[src/rtl/rtc_seq_pkg.sv]
package rtc_seq_pkg;

    localparam int NFIELD = 7;
    localparam int FW     = 8;

    localparam int F_SEC  = 0;
    localparam int F_MIN  = 1;
    localparam int F_HOUR = 2;
    localparam int F_DOW  = 3;
    localparam int F_DATE = 4;
    localparam int F_MON  = 5;
    localparam int F_YEAR = 6;

    localparam logic [FW-1:0] FIELD_RST [NFIELD] = '{8'h00, 8'h00, 8'h00, 8'h01, 8'h01, 8'h01, 8'h00};
    localparam logic [FW-1:0] FIELD_LO  [NFIELD] = '{8'h00, 8'h00, 8'h00, 8'h01, 8'h01, 8'h01, 8'h00};
    localparam logic [FW-1:0] FIELD_HI  [NFIELD] = '{8'h59, 8'h59, 8'h23, 8'h07, 8'h31, 8'h12, 8'h99};

    typedef enum logic [3:0] {
        S_IDLE,
        S_LEAD,
        S_SEC,
        S_MIN,
        S_HOUR,
        S_DAY,
        S_MON,
        S_YEAR,
        S_DONE
    } seq_state_t;

endpackage

[src/rtl/rtc_bcd_step.sv]
module rtc_bcd_step #(
    parameter int W = 8
) (
    input  logic [W-1:0] val,
    input  logic [W-1:0] lo,
    input  logic [W-1:0] hi,
    output logic [W-1:0] nxt,
    output logic         wrap
);
    localparam int ND = W / 4;

    logic [W-1:0] inc;
    logic [ND:0]  cy;

    always_comb begin
        cy[0] = 1'b1;
        for (int d = 0; d < ND; d++) begin
            if (cy[d] && val[d*4 +: 4] == 4'd9) begin
                inc[d*4 +: 4] = 4'd0;
                cy[d+1]       = 1'b1;
            end else begin
                inc[d*4 +: 4] = val[d*4 +: 4] + {3'b000, cy[d]};
                cy[d+1]       = 1'b0;
            end
        end
        wrap = (val == hi);
        nxt  = wrap ? lo : inc;
    end
endmodule

[src/rtl/rtc_month_days.sv]
module rtc_month_days (
    input  logic [7:0] month,
    output logic [7:0] last_day
);
    always_comb begin
        unique case (month)
            8'h02:                      last_day = 8'h28;
            8'h04, 8'h06, 8'h09, 8'h11: last_day = 8'h30;
            default:                    last_day = 8'h31;
        endcase
    end
endmodule

[src/rtl/rtc_lead_timer.sv]
module rtc_lead_timer #(
    parameter int LEAD_TICKS = 8
) (
    input  logic clk,
    input  logic rst_n,
    input  logic run,
    input  logic fast_tick,
    output logic done
);
    localparam int CW = $clog2(LEAD_TICKS + 1);

    logic [CW-1:0] cnt;

    always_ff @(posedge clk or negedge rst_n) begin
        if (!rst_n) begin
            cnt <= '0;
        end else if (!run) begin
            cnt <= '0;
        end else if (fast_tick) begin
            cnt <= cnt + 1'b1;
        end
    end

    assign done = run && fast_tick && (cnt == CW'(LEAD_TICKS - 1));
endmodule

[src/rtl/rtc_tick_sequencer.sv]
module rtc_tick_sequencer
    import rtc_seq_pkg::*;
#(
    parameter int LEAD_TICKS = 8
) (
    input  logic         clk,
    input  logic         rst_n,
    input  logic         tick_1hz,
    input  logic         fast_tick,
    input  logic         set_hold,
    input  logic [2:0]   div_ctrl,
    input  logic         wr_en,
    input  logic [2:0]   wr_sel,
    input  logic [FW-1:0] wr_data,
    output logic [FW-1:0] sec_o,
    output logic [FW-1:0] min_o,
    output logic [FW-1:0] hour_o,
    output logic [FW-1:0] dow_o,
    output logic [FW-1:0] date_o,
    output logic [FW-1:0] mon_o,
    output logic [FW-1:0] year_o,
    output logic         uip,
    output logic         busy,
    output logic         alarm_cmp
);
    seq_state_t state, state_nxt;

    logic [FW-1:0] fld      [NFIELD];
    logic [FW-1:0] fld_hi   [NFIELD];
    logic [FW-1:0] fld_nxt  [NFIELD];
    logic [NFIELD-1:0] fld_wrap;
    logic [FW-1:0] month_last;
    logic          lead_done;
    logic          start_ok;

    rtc_lead_timer #(.LEAD_TICKS(LEAD_TICKS)) u_lead (
        .clk       (clk),
        .rst_n     (rst_n),
        .run       (state == S_LEAD),
        .fast_tick (fast_tick),
        .done      (lead_done)
    );

    rtc_month_days u_mdays (
        .month    (fld[F_MON]),
        .last_day (month_last)
    );

    always_comb begin
        for (int i = 0; i < NFIELD; i++) begin
            fld_hi[i] = FIELD_HI[i];
        end
        fld_hi[F_DATE] = month_last;
    end

    for (genvar g = 0; g < NFIELD; g++) begin : g_step
        rtc_bcd_step #(.W(FW)) u_step (
            .val  (fld[g]),
            .lo   (FIELD_LO[g]),
            .hi   (fld_hi[g]),
            .nxt  (fld_nxt[g]),
            .wrap (fld_wrap[g])
        );
    end

    assign start_ok = tick_1hz && !set_hold && (div_ctrl != 3'b000);

    // state register
    always_ff @(posedge clk or negedge rst_n) begin
        if (!rst_n) begin
            state <= S_IDLE;
        end else begin
            state <= state_nxt;
        end
    end

    // transitions
    always_comb begin
        state_nxt = state;
        if (state != S_IDLE && set_hold) begin
            state_nxt = S_IDLE;
        end else begin
            unique case (state)
                S_IDLE:  state_nxt = start_ok ? S_LEAD : S_IDLE;
                S_LEAD:  state_nxt = lead_done ? S_SEC : S_LEAD;
                S_SEC:   state_nxt = fld_wrap[F_SEC]  ? S_MIN  : S_DONE;
                S_MIN:   state_nxt = fld_wrap[F_MIN]  ? S_HOUR : S_DONE;
                S_HOUR:  state_nxt = fld_wrap[F_HOUR] ? S_DAY  : S_DONE;
                S_DAY:   state_nxt = fld_wrap[F_DATE] ? S_MON  : S_DONE;
                S_MON:   state_nxt = fld_wrap[F_MON]  ? S_YEAR : S_DONE;
                S_YEAR:  state_nxt = S_DONE;
                S_DONE:  state_nxt = S_IDLE;
                default: state_nxt = S_IDLE;
            endcase
        end
    end

    // outputs
    always_comb begin
        uip       = (state != S_IDLE);
        busy      = (state != S_IDLE) && (state != S_LEAD);
        alarm_cmp = (state == S_DONE);
    end

    // time byte storage
    always_ff @(posedge clk or negedge rst_n) begin
        if (!rst_n) begin
            for (int i = 0; i < NFIELD; i++) begin
                fld[i] <= FIELD_RST[i];
            end
        end else if (busy) begin
            if (!set_hold) begin
                unique case (state)
                    S_SEC:  fld[F_SEC]  <= fld_nxt[F_SEC];
                    S_MIN:  fld[F_MIN]  <= fld_nxt[F_MIN];
                    S_HOUR: fld[F_HOUR] <= fld_nxt[F_HOUR];
                    S_DAY: begin
                        fld[F_DOW]  <= fld_nxt[F_DOW];
                        fld[F_DATE] <= fld_nxt[F_DATE];
                    end
                    S_MON:  fld[F_MON]  <= fld_nxt[F_MON];
                    S_YEAR: fld[F_YEAR] <= fld_nxt[F_YEAR];
                    default: ;
                endcase
            end
        end else if (wr_en && wr_sel != 3'd7) begin
            fld[wr_sel] <= wr_data;
        end
    end

    assign sec_o  = fld[F_SEC];
    assign min_o  = fld[F_MIN];
    assign hour_o = fld[F_HOUR];
    assign dow_o  = fld[F_DOW];
    assign date_o = fld[F_DATE];
    assign mon_o  = fld[F_MON];
    assign year_o = fld[F_YEAR];
endmodule

[config.mk]
export PLATFORM = sky130hd
export DESIGN_NAME = rtc_tick_sequencer
export DESIGN_NICKNAME = d
export VERILOG_FILES = /design/src/rtl/rtc_seq_pkg.sv /design/src/rtl/rtc_bcd_step.sv /design/src/rtl/rtc_month_days.sv /design/src/rtl/rtc_lead_timer.sv /design/src/rtl/rtc_tick_sequencer.sv
export SDC_FILE = /design/constraint.sdc
export NUM_CORES = 1
export LEC_CHECK = 0
export BUFFER_PORTS_ARGS = -buffer_cell sky130_fd_sc_hd__clkbuf_2
export CORE_MARGIN = 1
export CORE_UTILIZATION = 40
export DETAILED_ROUTE_END_ITERATION = 8
export HOLD_SLACK_MARGIN = 0.12
export PLACE_DENSITY = 0.66
export SYNTH_ARGS = -nofsm -noshare
export SYNTH_HDL_FRONTEND = slang
export SYNTH_HIERARCHICAL = 1
export SYNTH_SLANG_ARGS = --single-unit
[constraint.sdc]
create_clock -name clk -period 2.1 [get_ports clk]
set_input_delay 0.315 -clock clk [delete_from_list [all_inputs] [get_ports clk]]
set_output_delay 0.315 -clock clk [all_outputs]
set_load 0.02 [all_outputs]
# ---- After elaboration in Yosys (flattened, before gate mapping)
# Cells that the tools add are included.
# W data, S select, Z words.
dict set report classes {
  reduce_logical 27
  addsub 15
  n_eq_ne 45
  shift 0
  bitwise_logic 1
  n_lt_le_gt_ge 2
  mul 0
  muxes 52
  n_div 0
}
# operator count
set op_table {}
lappend op_table {{$mux W56} 3}
lappend op_table {{$mux W8} 13}
lappend op_table {{$mux W4} 22}
lappend op_table {{$eq A4 B4 Y1 const B} 15}
lappend op_table {{$bwmux W56} 1}
lappend op_table {{$add A4 B1 Y4 const B} 8}
lappend op_table {{$pmux W4 S8} 1}
lappend op_table {{$add A4 B1 Y4} 7}
lappend op_table {{$demux W8 S3} 1}
lappend op_table {{$eq A8 B3 Y1 const B} 3}
lappend op_table {{$eq A4 B3 Y1 const B} 5}
lappend op_table {{$reduce_and A3 Y1} 6}
lappend op_table {{$eq A8 B5 Y1 const B} 2}
lappend op_table {{$eq A8 B7 Y1 const B} 2}
lappend op_table {{$mux W16} 1}
lappend op_table {{$logic_and A1 B1 Y1} 15}
lappend op_table {{$ne A2 B1 Y1 const B} 6}
lappend op_table {{$pmux W5 S2} 1}
lappend op_table {{$eq A4 B2 Y1 const B} 2}
lappend op_table {{$eq A8 B2 Y1 const B} 1}
lappend op_table {{$eq A8 B4 Y1 const B} 1}
lappend op_table {{$eq A8 B6 Y1} 1}
lappend op_table {{$eq A8 B6 Y1 const B} 1}
lappend op_table {{$eq A8 B8 Y1 const B} 1}
lappend op_table {{other kinds (15)} 23}
dict set report totals {
  n_memories 0
  rom_bits 0
  register_bits 64
  ram_bits 0
  wordCells 151
  latchBits 0
}

# ---- Logic depth before layout (Yosys ltp)
# Gate-level depths: netlist of run 1.
dict set report depth {
  depth_word 8
  ltp_mapped 11
  mapped_depth_nobuf 11
}

# ---- Hierarchy
# Netlist of run 1, hierarchy kept.
# module seq_area_each_um2 n_inst area_each_um2 cells_per_inst
set by_module_without_submodules {}
lappend by_module_without_submodules {rtc_tick_sequencer 1505.2 1 3074.2 291}
lappend by_module_without_submodules {rtc_bcd_step 0.0 7 350.3 45}
lappend by_module_without_submodules {rtc_lead_timer 100.1 1 215.2 21}
lappend by_module_without_submodules {rtc_month_days 0.0 1 108.9 16}

# ---- Worst setup path before layout of run 1
# Ideal clock, no wire load.
dict set report synth_path {
  path_type {flip-flop to flip-flop}
  start {reg fld, in the netlist mon_o[1]}
  end {reg fld, in the netlist mon_o[6]}
  t_arrival_ps 2114
  setup_ps 128
  path_stages_with_launch 9
  setup_slack_ps -141
  path_cell_list {dfrtp_1 and4bb_2 ha_1 ha_1 xnor2_1 nor2_1 mux2_2 a22o_1 mux2_1}
}
# element line
set synth_rtl {}
lappend synth_rtl {{from (decl)} rtc_tick_sequencer.sv:28} ;# logic [FW-1:0] fld [NFIELD];
lappend synth_rtl {{from (signal, indexed assignment)} rtc_tick_sequencer.sv:109} ;# fld[i] <= FIELD_RST[i];
lappend synth_rtl {{from (signal, indexed assignment)} rtc_tick_sequencer.sv:114} ;# S_SEC: fld[F_SEC] <= fld_nxt[F_SEC];
lappend synth_rtl {{from (signal, indexed assignment)} rtc_tick_sequencer.sv:115} ;# S_MIN: fld[F_MIN] <= fld_nxt[F_MIN];

==> results of run 1 <==
-- state kept, by name, summed over array words and instances (netlist names) --
signal	flops
date_o	8
dow_o	8
hour_o	8
min_o	8
mon_o	8
sec_o	8
state	4
u_lead/cnt	4
year_o	8
-- worst max path at each step --
stage	endpoint	slack [ps]	cells past startpoint
2_1_floorplan	date_o[1]	-110	9
3_3_place_gp	state[3]	-40	11
6_report	date_o[6]	-90	9
3_5_place_dp	date_o[6]	-140	9
5_1_grt	date_o[3]	-230	9
4_1_cts	date_o[6]	-60	9
-- power by group through the flow --
stage	Combinational (mW)	Clock, mW	Sequential (mW)
3_5_place_dp	1.09	0	1.45
4_1_cts	1.10	1.42	1.42
6_report	1.15	1.39	1.43
3_3_place_gp	1.08	0	1.44
5_1_grt	1.27	1.47	1.44
2_1_floorplan	0.543	0	1.56
-- per-layer routing --
layer	vias up	wire length, microns	global-route usage	part of all wire
li1	2730	-	-	-
met1	2558	7482	0.2975	0.47
met2	91	7548	0.3567	0.47
met3	16	572	0.02881	0.036
met4	0	303	0.08460	0.019
met5	-	0	0	0
-- cells in the final DEF (no fill, tap or decap), drive strengths merged, types with 3 or more instances in the layout --
cell type  count
a21oi         10
a22o          32
a22oi         35
a32oi          4
and2           6
and4           7
and4bb         7
buf           98
clkbuf        89
clkinv         4
conb         109
dfrtp         61
dfstp          3
ha            15
inv           46
mux2          67
mux2i         31
nand2         64
nand2b         6
nand3          8
nand3b         4
nand4          8
nor2          30
nor2b          3
nor3           8
nor3b          3
nor4          15
o21ai         40
xnor2         15
xor2          64
-- what timing repair did --
action | CTS | global route
gates resized for setup | 15 | 34
gates cloned | 0 | 0
pin swaps | 13 | 24
setup endpoints to repair | 18 | 43
setup buffers | 2 | 9
hold buffers | 1 | 0
endpoints found under the hold margin | 61 | 0
-- metrics by stage --
stage	TNS, ps	hold slack, ps	instances
global placement	-186.7	369.5	1064
finish	-906.5	322.0	1092
CTS	-506.6	314.1	1083
detailed placement	-1264	370.5	1064
global route	-3190	352.2	1092
floorplan	-769.6	19.41	746
-- worst max-delay path: stages (launching register included) --
cell and delay, ps:
dfstp_2 550, buf_4 110, and3_1 150, o21ai_2 50, xor2_1 170, nor4_2 230
nand2_2 230, mux2_4 350, a22oi_2 160, o21ai_1 70
-- final cells by class --
cell class                 count  area, sq um  share of cell area
inverter                      46        177.7             0.02205
timing repair buffer         176         1185              0.1471
clock buffer                  12        246.5             0.03059
sequential                    64         1622              0.2013
tap                          180        225.2             0.02795
multi-input combinational    610         4581              0.5686
clock inverter                 4        20.02            0.002485
==> results.toml, run 1 <==
[routing]
vias = 5395
drc = 0
ant_nets = 0
viasPerCell = 4.940
routedWlPerCell_microns = 14.57
routed_wl_microns = 15910
first_pass_iters = 4
drtIter0Drc = 225

[power]
ir_drop_v = 0.0003817
finalPower_mw = 3.971
p_comb_frac = 0.289
p_sw_frac = 0.3295
seqPwrFrac = 0.360
power.density_nw_per_um2 = 492.8
p_leak_nw = 4.079
internal-power_mw = 2.662
p_clk_frac = 0.351
switching_power_mw = 1.308

[timing]
relSlewSlack = 0.5822
hold_viol_final = 0
fin_skew_ps = 6.088
worstMarginPinSlew_ps = 626.7
slew_viol_final = 0
grt_setup_unrepaired = "yes"
timing.fmax_ghz = 0.4557
layout_setup_ws_ps = -94.25
layout_min_cycle_time_ps = 2194
setup_viol_count_final = 17
post-route-period-util = 1.045

[setup_path]
crit_type = "reg -> reg"
end_kind = "flop"
arrival_ps = 2420
r2r-start = "mon_o[0]"
startpoint = "mon_o[0]"
worstPathMaxFanout = 8
worstReg2RegEnd = "date_o[6]"
rr_worst_depth = 9
rrSetupSlack_ps = -90
startpoint_type = "flop"
cp.required_ps = 2320

[hold_path]
min_path_cells = 3
worstHoldStart = "fast_tick"
holdCritPathClass = "in -> reg"
hold_path_end = "u_lead/cnt[2]"

[layout]
antenna_cells = 0
syn_to_final_growth_pct = 37.88
finalCoreUtilization = 0.5737
finish.instance_area_sq_um = 8056
drive_above_1_share = 0.3465
fill_cells = 1273
final_net_count = 942

[global_routing]
gr-usage-all-layers = 0.2205
globalRouteOverflowTotal = 0
grt_max_degree = 65
grt_pass1_vias = 5009
grt_first_pass_wirelength_microns = 25320
antenna_found_initial = 0

[place]
gp_congestion = 0.8004
pre_cts_ws_ps = -141.7
hpwl_microns = 11130
post_dp_cell_area_sq_um = 7461
io_buffers = 78

[yosys]
yosysWarnings = 6
synth_area_per_cell_sq_um = 9.116
synth.cell_area_sq_um = 5843
postSynthCellCount = 641

[floorplanning]
io_pins = 79
start_util = 0.4161
placement_rows = 43
die-area_sq_um = 15090
dieWidth_microns = 122.9
core-area_sq_um = 14040
die_h_microns = 122.9

[clocking]
cts_max_level = 3
clk_latency_ps = 350
clock-root-buffer = "clkbuf_16"
numClockSinks = 64
clk_pin_slew_worst_paths_ps = 60
clockBufferDepth = 2
cts_tree = "done"
cts_buffers = 9

[status]
status = "finished with violations"
violations = "negative setup slack"

[flow_run]
max-cap-violations = 0
(Power assumes the default switching activity.)
==> run 2, diff against run 1 <==
==> constraint.sdc (replaced) <==
create_clock -name clk -period 2.1 [get_ports clk]
set_input_delay 0.21 -clock clk [delete_from_list [all_inputs] [get_ports clk]]
set_output_delay 0.21 -clock clk [all_outputs]
set_load 0.02 [all_outputs]
==> results.toml, run 2 (same netlist as run 1, synthesis figures left out) <==
[hold_path]
worstHoldStart = "fast_tick"
holdCritPathClass = "in -> reg"
hold_path_end = "u_lead/cnt[0]"
min_path_cells = 3

[setup_path]
slowest_delay_ps = 570
cp.required_ps = 2320
slowest_stage = "dfstp_2"
worst_path_most_repeated_cell = "mux2_4"
worstReg2RegEnd = "mon_o[7]"
arrival_ps = 2410
crit_type = "reg -> reg"
crit_chain = "and4bb_2 -> ha_4 -> nand3_2 -> xor2_1 -> nor2_1 -> mux2_4 -> a22o_1 -> mux2_4"
startpoint_type = "flop"
end_kind = "flop"
worstPathMaxFanout = 5
rrSetupSlack_ps = -90
r2r-start = "mon_o[0]"
rr_worst_depth = 8

[clocking]
clk_latency_ps = 330
clk_pin_slew_worst_paths_ps = 60
numClockSinks = 64
cts_buffers = 9
clock-root-buffer = "clkbuf_16"
cts_tree = "done"
cts_max_level = 3
clockBufferDepth = 2

[floorplanning]
core-area_sq_um = 14040
die_h_microns = 122.9
placement_rows = 43
dieWidth_microns = 122.9
io_pins = 79
die-area_sq_um = 15090
start_util = 0.4161

[routing]
ant_nets = 0
routed_wl_microns = 16170
viasPerCell = 4.966
drc = 0
first_pass_iters = 4
vias = 5438
routedWlPerCell_microns = 14.77
drtIter0Drc = 282

[layout]
final_common_cell = "conb_1"
drive_above_1_share = 0.3530
fill_cells = 1240
mostFrequentLayoutCells = "109 x conb_1, 94 x buf_4, 77 x clkbuf_2, 61 x xor2_1, 57 x nand2_1"
regArea_sq_um = 1622
antenna_cells = 0
final_net_count = 945
finalNonFillerCells = 1095
syn_to_final_growth_pct = 38.93
multi_input_area_sq_um = 4603
finish.instance_area_sq_um = 8118

[timing]
layout_setup_ws_ps = -92.97
timing.fmax_ghz = 0.4560
grt_setup_unrepaired = "yes"
relSlewSlack = 0.5436
layout_min_cycle_time_ps = 2193
worstMarginPinSlew_ps = 684.7
hold_ws_ps = 238.4
setup_tns_ps = -425.2
hold_viol_final = 0
setup_viol_count_final = 14
fin_skew_ps = 9.239
post-route-period-util = 1.044
slew_viol_final = 0

[global_routing]
globalRouteOverflowTotal = 0
grt_first_pass_wirelength_microns = 25870
grt_max_degree = 65
gr-usage-all-layers = 0.2214
grt_pass1_vias = 5060
antenna_found_initial = 0

[power]
ir_drop_v = 0.0002930
power.density_nw_per_um2 = 507.9
finalPower_mw = 4.123
p_leak_nw = 4.101

[place]
hpwl_microns = 11180
io_buffers = 78
post_dp_cell_area_sq_um = 7471
place_inst = 1067
gp_congestion = 0.8062

[status]
status = "finished with violations"
violations = "negative setup slack"

[flow_run]
max-cap-violations = 0
[run 2: how the worst max path moves through the flow]
stage                        start         to  slack, ps  depth (start not counted)
after floorplan           mon_o[0]  date_o[1]       -110                          9
after global placement    mon_o[4]  date_o[7]        -70                          8
after detailed placement  mon_o[0]  date_o[7]       -120                          9
after CTS                 mon_o[0]   mon_o[6]        -70                          8
after global routing      mon_o[0]  date_o[2]       -200                          9
final                     mon_o[0]   mon_o[7]        -90                          8
[run 2: repair_timing]
action | in CTS | in global routing
hold buffers | 1 | 0
setup endpoints to repair | 19 | 43
resized for setup | 15 | 38
buffers inserted | 0 | 11
endpoints found under the hold margin | 61 | 0
pin swaps | 12 | 27
[run 2: worst max-delay path, delay by kind of cell, from the launching register on]
kind            cells  cell delay [ps]
flops               1              570
mux                 2              510
simple gates        3              430
compound gates      1              220
xor+xnor            1              190
fa+ha+maj           1              160
[run 2: metrics by stage]
| stage | setup slack, ps | utilization |
|---|---|---|
| after global routing | -204.6 | 0.5781 |
| after CTS | -67.05 | 0.5598 |
| final | -92.97 | 0.5781 |
| after detailed placement | -121.8 | 0.5320 |
| after floorplan | -108.1 | - |
| after global placement | -69.67 | 0.5320 |
[run 2: where the power goes]
group | total, mW | switching, mW | internal (mW)
Clock | 1.55 | 0.572 | 0.979
Sequential | 1.43 | 0.0988 | 1.33
Combinational | 1.15 | 0.642 | 0.504
Total | 4.12 | 1.31 | 2.81
[run 2: area by class of cell]
cell class	count	share of cell area
repair buffers	179	0.1457
clock inverters	5	0.006782
flip-flops and latches	64	0.1998
well taps	180	0.02774
inverters	46	0.02189
clock buffers	11	0.03113
multi-input cells	610	0.5670
[run 2: layer usage]
layer,GRT usage,vias up,part of all wire
met5,0,-,0
met4,0.06098,0,0.012
met3,0.03253,13,0.043
met2,0.3638,109,0.49
met1,0.3013,2573,0.46
li1,-,2743,-
